$ cat src/rtl/sdc_pkg.sv
package sdc_pkg;
  typedef enum logic [1:0] {
    CMD_NONE = 2'd0,
    CMD_MODE = 2'd1,
    CMD_OPEN = 2'd2,
    CMD_CLOSE = 2'd3
  } cmd_e;

  localparam int NERR      = 5;
  localparam int E_LOCKOUT = 0;
  localparam int E_NOINIT  = 1;
  localparam int E_RECOVER = 2;
  localparam int E_DOUBLE  = 3;
  localparam int E_BUSY    = 4;
endpackage

$ cat src/rtl/sdc_decode.sv
module sdc_decode
  import sdc_pkg::*;
(
  input  logic cke,
  input  logic cs_n,
  input  logic ras_n,
  input  logic cas_n,
  input  logic we_n,
  output cmd_e cmd
);
  always_comb begin
    cmd = CMD_NONE;
    if (cke && !cs_n) begin
      case ({ras_n, cas_n, we_n})
        3'b000:  cmd = CMD_MODE;
        3'b011:  cmd = CMD_OPEN;
        3'b010:  cmd = CMD_CLOSE;
        default: cmd = CMD_NONE;
      endcase
    end
  end
endmodule

$ cat src/rtl/sdc_mode_ctl.sv
module sdc_mode_ctl #(
  parameter int MW   = 14,
  parameter int TRSC = 2
) (
  input  logic          clk,
  input  logic          rst,
  input  logic          load,
  input  logic [MW-1:0] value,
  output logic [MW-1:0] mode_q,
  output logic          valid_q,
  output logic          locked
);
  localparam int CW = $clog2(TRSC + 1);
  logic [CW-1:0] lock_cnt;

  always_ff @(posedge clk) begin
    if (rst) begin
      mode_q   <= '0;
      valid_q  <= 1'b0;
      lock_cnt <= '0;
    end else begin
      if (load) begin
        mode_q   <= value;
        valid_q  <= 1'b1;
        lock_cnt <= CW'(TRSC);
      end else if (lock_cnt != '0) begin
        lock_cnt <= lock_cnt - 1'b1;
      end
    end
  end

  assign locked = (lock_cnt != '0);
endmodule

$ cat src/rtl/sdc_bank.sv
module sdc_bank #(
  parameter int ROWW = 12,
  parameter int TRP  = 3
) (
  input  logic            clk,
  input  logic            rst,
  input  logic            open_en,
  input  logic            close_en,
  input  logic [ROWW-1:0] row_in,
  output logic            active_q,
  output logic [ROWW-1:0] row_q,
  output logic            recovering
);
  localparam int CW = $clog2(TRP + 1);
  logic [CW-1:0] rec_cnt;

  always_ff @(posedge clk) begin
    if (rst) begin
      active_q <= 1'b0;
      row_q    <= '0;
      rec_cnt  <= '0;
    end else begin
      if (open_en) begin
        active_q <= 1'b1;
        row_q    <= row_in;
      end else if (close_en) begin
        active_q <= 1'b0;
      end
      if (close_en)
        rec_cnt <= CW'(TRP);
      else if (rec_cnt != '0)
        rec_cnt <= rec_cnt - 1'b1;
    end
  end

  assign recovering = (rec_cnt != '0);
endmodule

$ cat src/rtl/sdram_cmd_tracker.sv
module sdram_cmd_tracker
  import sdc_pkg::*;
#(
  parameter int NBANK = 4,
  parameter int ROWW  = 12,
  parameter int TRP   = 3,
  parameter int TRSC  = 2,
  parameter int AP    = 10
) (
  input  logic                        clk,
  input  logic                        rst,
  input  logic                        cke,
  input  logic                        cs_n,
  input  logic                        ras_n,
  input  logic                        cas_n,
  input  logic                        we_n,
  input  logic [$clog2(NBANK)-1:0]    ba,
  input  logic [ROWW-1:0]             addr,
  output logic [NBANK-1:0]            bank_active,
  output logic [NBANK-1:0]            bank_recovering,
  output logic [NBANK*ROWW-1:0]       open_row,
  output logic [ROWW+$clog2(NBANK)-1:0] mode_reg,
  output logic                        mode_valid,
  output logic [NERR-1:0]             err_flags
);
  localparam int BAW = $clog2(NBANK);
  localparam int MW  = ROWW + BAW;

  cmd_e             cmd;
  logic             locked;
  logic             any_active;
  logic             mode_load;
  logic [NERR-1:0]  err_nx;
  logic [NBANK-1:0] open_en, close_en;

  sdc_decode u_dec (
    .cke(cke), .cs_n(cs_n), .ras_n(ras_n), .cas_n(cas_n), .we_n(we_n), .cmd(cmd)
  );

  assign any_active = |bank_active;

  always_comb begin
    err_nx    = '0;
    mode_load = 1'b0;
    if (cmd != CMD_NONE && locked) begin
      err_nx[E_LOCKOUT] = 1'b1;
    end else begin
      case (cmd)
        CMD_MODE: begin
          if (any_active) err_nx[E_BUSY] = 1'b1;
          else            mode_load      = 1'b1;
        end
        CMD_OPEN: begin
          if (!mode_valid)              err_nx[E_NOINIT]  = 1'b1;
          else if (bank_recovering[ba]) err_nx[E_RECOVER] = 1'b1;
          else if (bank_active[ba])     err_nx[E_DOUBLE]  = 1'b1;
        end
        default: ;
      endcase
    end
  end

  sdc_mode_ctl #(.MW(MW), .TRSC(TRSC)) u_mode (
    .clk(clk), .rst(rst), .load(mode_load), .value({ba, addr}),
    .mode_q(mode_reg), .valid_q(mode_valid), .locked(locked)
  );

  generate
    for (genvar i = 0; i < NBANK; i++) begin : g_bank
      logic hit;
      assign hit = (ba == BAW'(i));
      assign open_en[i]  = (cmd == CMD_OPEN) && hit && (err_nx == '0);
      assign close_en[i] = (cmd == CMD_CLOSE) && !locked && (addr[AP] || hit);
      sdc_bank #(.ROWW(ROWW), .TRP(TRP)) u_bank (
        .clk(clk), .rst(rst), .open_en(open_en[i]), .close_en(close_en[i]),
        .row_in(addr), .active_q(bank_active[i]),
        .row_q(open_row[i*ROWW +: ROWW]), .recovering(bank_recovering[i])
      );
    end
  endgenerate

  always_ff @(posedge clk) begin
    if (rst) err_flags <= '0;
    else     err_flags <= err_nx;
  end
endmodule

$ cat config.mk
export PLATFORM = sky130hd
export DESIGN_NAME = sdram_cmd_tracker
export DESIGN_NICKNAME = d
export VERILOG_FILES = /design/src/rtl/sdc_pkg.sv /design/src/rtl/sdc_decode.sv /design/src/rtl/sdc_mode_ctl.sv /design/src/rtl/sdc_bank.sv /design/src/rtl/sdram_cmd_tracker.sv
export SDC_FILE = /design/constraint.sdc
export NUM_CORES = 1
export LEC_CHECK = 0
export CAP_MARGIN = 0
export CORE_ASPECT_RATIO = 0.75
export CORE_MARGIN = 3
export CORE_UTILIZATION = 45
export DETAILED_ROUTE_END_ITERATION = 10
export PLACE_DENSITY = 0.84
export SYNTH_ARGS = -nofsm -noshare
export SYNTH_HDL_FRONTEND = slang
export SYNTH_HIERARCHICAL = 1
export SYNTH_SLANG_ARGS = --single-unit
export TNS_END_PERCENT = 1
$ cat constraint.sdc
create_clock -name clk -period 2.6 [get_ports clk]
set_input_delay 0.65 -clock clk [delete_from_list [all_inputs] [get_ports clk]]
set_output_delay 0.65 -clock clk [all_outputs]
set_load 0.05 [all_outputs]
; ---- After elaboration in Yosys (flattened, before gate mapping)
; Index checks and enable logic that the tools add are counted.
[totals]
regBits = 82
latchBits = 0
mem_bits_rw = 0
mem_bits_ro = 0
inputBits = 21
out_inout_bits = 76
mem_count = 0
[classes]
add_sub_neg = 5
n_mul = 0
div = 0
n_lt_le_gt_ge = 1
n_eq_ne = 8
shift = 0
mux = 37
bitwise_logic = 0
n_reduce_logical = 41
[op_table]
columns = operator, n
row1 = nonzero test 2 bit, 15
row2 = two-way mux 2 bit, 12
row3 = two-way mux 1 bit, 20
row4 = logical AND 1 bit, 15
row5 = "subtractor 2 x 1 -> 2 bit, second input constant", 5
row6 = "equality test 2 bit, second input constant", 4
row7 = "equality test 3 x 2 -> 1 bit, second input constant", 2
row8 = one-hot mux 2 bit (3 select lines), 1
row9 = zero test 5 bit, 1
row10 = binary-select mux 1 bit (select 2 bit), 2
row11 = "equality test 2 x 1 -> 1 bit, second input constant", 2
row12 = logical OR 1 bit, 4
row13 = two-way mux 4 bit, 1
row14 = OR reduction 4 bit, 1
row15 = zero test 3 bit, 1
row16 = "less-than comparator 2 x 3 -> 1 bit, second input constant", 1
row17 = two-way mux 3 bit, 1
row18 = zero test 1 bit, 2
row19 = zero test 2 bit, 1
row20 = OR reduction 2 bit, 1

; ---- Longest topological paths before layout
[depth]
word_depth = 10
mapped_depth = 8
ltp_nobuf = 6

; ---- Modules after synthesis
; The synthesis kept the hierarchy.
[by_module_without_submodules]
columns = mod, n_inst, cells_per_inst, area_per_inst_um2, seq_area_each_um2
row1 = sdc_bank, 4, 53, 563.0, 300.3
row2 = sdc_mode_ctl, 1, 55, 620.6, 340.3
row3 = sdram_cmd_tracker, 1, 35, 342.8, 100.1
row4 = sdc_decode, 1, 2, 27.5, 0.0

; ---- Least setup slack after synthesis
; Ideal clock, no wire load.
[synth_timing]
path_kind = input -> register
start = input port cs_n
end = register g_bank[0].u_bank.row_q[10]
setup_ns = 0.117
t_arrival_ns = 2.072
path_slack_ns = 0.411
stages = 7
cell_sequence = and4bb_2 nand4bb_1 nor4b_1 buf_4 buf_6 mux2i_1 nor2_1
[synth_via]
elab_chain_cells = 8
elab_cells_between_ends = 14
classes_between = eq/ne (2) / mux (5) / reduce/logical (7)
[synth_lines]
columns = item, line_no
row1 = start: declaration, sdram_cmd_tracker.sv:13  ; input logic cs_n,
row2 = zero test 1 bit *, sdc_decode.sv:13  ; if (cke && !cs_n) begin
row3 = logical AND 1 bit *, sdc_decode.sv:13
row4 = two-way mux 2 bit *, sdc_decode.sv:13
row5 = equality test 2 bit (tied with other cells), "sdram_cmd_tracker.sv:48, sdram_cmd_tracker.sv:72"
row6 = two-way mux 3 bit (tied with other cells), sdram_cmd_tracker.sv:48  ; case (cmd)
row7 = two-way mux 4 bit or two-way mux 1 bit (tied branches), sdram_cmd_tracker.sv:45  ; if (cmd != CMD_NONE && locked) begin
row8 = zero test 5 bit, sdram_cmd_tracker.sv:72  ; assign open_en[i] = (cmd == CMD_OPEN) && hit && (err_nx == '0);
row9 = logical AND 1 bit *, sdram_cmd_tracker.sv:72
row10 = via open_en[0], sdram_cmd_tracker.sv:34  ; logic [NBANK-1:0] open_en, close_en;
row11 = end signal: assignment, sdc_bank.sv:25  ; row_q <= row_in;
row12 = end: declaration, sdc_bank.sv:11  ; output logic [ROWW-1:0] row_q,
; The timed path passes the listed nets; every way through them passes the cells marked *.
; A chain may end at the register's enable or synchronous reset.

; ---- Worst setup path after layout
[layout_timing]
start = input port ras_n
end = register g_bank[0].u_bank.row_q[7]
[layout_via]
elab_chain_cells = 8
elab_cells_between_ends = 16
classes_between = eq/ne (4) / mux (6) / reduce/logical (6)
[layout_lines]
columns = item, line_no
row1 = start: declaration, sdram_cmd_tracker.sv:14  ; input logic ras_n,
row2 = equality test 3 x 2 -> 1 bit or zero test 3 bit (tied branches), sdc_decode.sv:14  ; case ({ras_n, cas_n, we_n})
row3 = one-hot mux 2 bit (3 select lines) *, sdc_decode.sv:14
row4 = two-way mux 2 bit *, sdc_decode.sv:13
row5 = via cmd[1], sdram_cmd_tracker.sv:29  ; cmd_e cmd;
row6 = equality test 2 bit (tied with other cells), "sdram_cmd_tracker.sv:48, sdram_cmd_tracker.sv:72"
row7 = two-way mux 3 bit (tied with other cells), sdram_cmd_tracker.sv:48
row8 = two-way mux 4 bit or two-way mux 1 bit (tied branches), sdram_cmd_tracker.sv:45
row9 = zero test 5 bit, sdram_cmd_tracker.sv:72
row10 = logical AND 1 bit *, sdram_cmd_tracker.sv:72
row11 = via open_en[0], sdram_cmd_tracker.sv:34
; Marked as above.

==> results by group <==
Global routing
  • Pin count of the biggest net entering global routing: 83
  • Grt total ovfl: 0
  • GRT Util Overall: 19.82%
  • First-pass GRT wire length: 13110 um
  • Vias in the first global route: 2630
  • Initial antenna violation count: 0

Run
  • Max_cap viols: 0

Die
  • Row cnt: 26
  • Initial Utilization: 47.02%
  • Die X: 104.0 um
  • Num ports: 97
  • Chip Height: 79.52 um
  • Full die area: 8272 sq um
  • Core ar.: 6897 sq um

Hold path
  • Min-Delay Startpoint: u_mode/mode_q[9]$_SDFFE_PP0P_
  • Min-Delay Path Class: register to register
  • Worst Hold Depth: 2
  • Hold path endpoint: u_mode/mode_q[9]$_SDFFE_PP0P_

Critical path
  • Setup Crit Path Kind: input pin to register
  • Reg2Reg Depth: 7
  • Worst r2r src: u_mode/lock_cnt[0]$_SDFFE_PP0P_
  • CP arrival: 2.57 ns
  • Startpoint types: input pin
  • Worst R2R Setup Slack: 0.59 ns
  • Crit. End Element: register
  • Required time worst endpoint: 2.83 ns
  • Crit path max fanout: 7
  • Crit path from: ras_n
  • R2r endpoint: g_bank[0].u_bank/row_q[7]$_SDFFE_PP0P_

Clock tree
  • CTS tree: built
  • H-tree depth: 3
  • CTS Sinks: 82
  • Post-CTS sizing: 0
  • Clk root buf: clkbuf_8
  • Num CTS Buffers: 9
  • Hold buffer count at CTS: 0
  • Later-pin clock latency in the skew report: 0.35 ns
  • Setup Buffers After CTS: 0
  • Max clock buf depth: 2
  • Worst-path clk slew: 0.08 ns

Detailed routing
  • Via count: 2520
  • Iter 0 DRT Violations: 119
  • Final ANT Viol Nets: 0
  • DR vias/cell: 4.941
  • DRT Wirelength: 7789 um
  • Pre-antenna DRT Iters: 4
  • DR WL/cell: 15.27 um
  • DRC: 0

Logic synthesis
  • Cells after synthesis: 304
  • Netlist cell types: 30
  • Register area share after synthesis: 50.62%
  • Ys Warns: 6
  • Dominant synthesized flop cell: dfxtp_1
  • Post-synthesis register bit count: 82
  • Syn nets: 329
  • Number of flops mapped to enable cells by yosys: 0
  • Async set or reset register ratio after synthesis: 0%
  • Mapped Area: 3243 sq um
  • Avg Cell Area, Syn: 10.67 sq um

Cells and area
  • Fin nets: 432
  • Commonest non-fill, non-tap cell in the layout: clkdlybuf4s50_1
  • # fillers: 548
  • Final core utilization: 66.31%
  • Ant. Diodes: 0
  • Most frequent cells in the layout: clkdlybuf4s50_1 (91), dfxtp_1 (82), nor2_1 (73)
  • Synthesis-to-finish area growth: 41.01%
  • Ratio of cells with drive above 1 in the final layout: 13.11%
  • Fin cells: 510
  • Sequential cell area: 1642 sq um
  • Multi-input gate area: 1426 sq um
  • Design area: 4573 sq um

Placed design
  • Detail Placement HPWL: 5505 um
  • DP Area: 4345 sq um
  • Cell total after placement: 494
  • Buffers on Ports: 96
  • Global placement routability congestion: 0.7687

Power
  • Lkg Pwr: 1.664 nW
  • Peak VDD IR: 387.9 uV
  • Power Density: 691.1 nW/um^2
  • Pwr Total: 0.003160 W

Timing
  • Unrepaired setup endpoints after global routing: no
  • Tmin final: 2.341 ns
  • Worst-Margin Slew: 0.5467 ns
  • Final Max Tran Viols: 0
  • Achievable Freq: 427.2 MHz
  • Final setup fails: 0
  • Final Cycle Share: 90.03%
  • Slew Limit Headroom: 63.44%
  • Hold Fails Final Rpt: 0
  • Worst Clk Skew: 0.009245 ns

Outcome
  • Status: completed
-- kinds of logic (layout without fill, tap and decap cells) --
| group | after synthesis | in the layout | share of synthesized area (%) |
|---|---|---|---|
| muxes | 68 | 68 | 22.38 |
| and+or+nand+nor | 95 | 95 | 14.62 |
| buffers and inverters | 34 | 142 | 6.520 |
| AOI/OAI and AO/OA | 17 | 17 | 3.241 |
| DFF | 82 | 82 | 50.62 |
| adders and majority gates | 4 | 4 | 1.543 |
| xor gates and xnor gates | 4 | 4 | 1.080 |
-- cells in the mapped netlist (3+ instances only) --
cell type	count	area, sq um
buf_2	6	30.03
nor3b_1	3	22.52
xor2_1	4	35.03
nor2_1	74	277.8
dfxtp_1	82	1642
a21oi_2	4	35.03
buf_4	4	30.03
ha_1	4	50.05
a21oi_1	12	60.06
mux2_4	4	60.06
buf_6	6	67.56
mux2i_1	62	620.6
inv_1	13	48.80
nand2b_1	3	18.77
inv_2	4	15.01
-- layout make-up --
| class | count | share of cell area (%) |
|---|---|---|
| repair buffers | 109 | 24.08 |
| multi-input cells | 188 | 31.19 |
| clock buffers | 10 | 2.791 |
| inverters | 17 | 1.395 |
| well taps | 98 | 2.681 |
| clock inverters | 6 | 1.970 |
| flip-flops and latches | 82 | 35.90 |
-- flip-flops by register name, indices dropped and copies added (netlist names) --
signal and cells:
err_flags 5, g_bank.u_bank/active_q 4, u_mode/valid_q 1, u_mode/lock_cnt 2
g_bank.u_bank/row_q 48, u_mode/mode_q 14, g_bank.u_bank/rec_cnt 8
-- metal layers --
metal / routed length [um] / share of wire, % / track usage, %
met5: 0 / 0 / 0
met4: 83 / 1.1 / 4.382
met3: 737 / 9.5 / 9.701
met2: 3604 / 46 / 32.49
met1: 3364 / 43 / 23.69
-- metrics by stage --
stage | setup TNS, ns | hold slack [ns] | setup WS, ns
2_1_floorplan | 0 | 0.4654 | 0.4106
3_3_place_gp | -1.330 | 0.4711 | -0.07949
3_5_place_dp | -3.006 | 0.4817 | -0.1024
4_1_cts | 0 | 0.5006 | 0.02382
5_1_grt | 0 | 0.5188 | 0.1579
6_report | 0 | 0.4934 | 0.2592
-- power breakdown --
part	leakage, nW	internal (W)	switching [W]
combinational	0.894	0.000349	0.000467
clock	0.107	0.000545	0.000457
sequential	0.663	0.00132	0.0000253
-- worst max-delay path: stages --
cell and delay, ns:
clkdlybuf4s50_1 0.42, and4bb_2 0.35, nand4bb_1 0.11, buf_4 0.18, nor4b_2 0.33, buf_4 0.25, mux2i_1 0.21, nor2_1 0.06
-- how the worst max path moves through the flow --
stage                                                         end  slack [ns]  depth (start not counted)
after floorplan           g_bank[0].u_bank/row_q[10]$_SDFFE_PP0P_        0.41                          7
after global placement     g_bank[2].u_bank/row_q[6]$_SDFFE_PP0P_       -0.08                          8
after detailed placement   g_bank[0].u_bank/row_q[7]$_SDFFE_PP0P_       -0.10                          8
after CTS                                      bank_recovering[1]        0.02                          4
after global routing               u_mode/mode_q[10]$_SDFFE_PP0P_        0.16                          8
final                      g_bank[0].u_bank/row_q[7]$_SDFFE_PP0P_        0.26                          8
No activity file was read; power rests on OpenSTA's default activity.
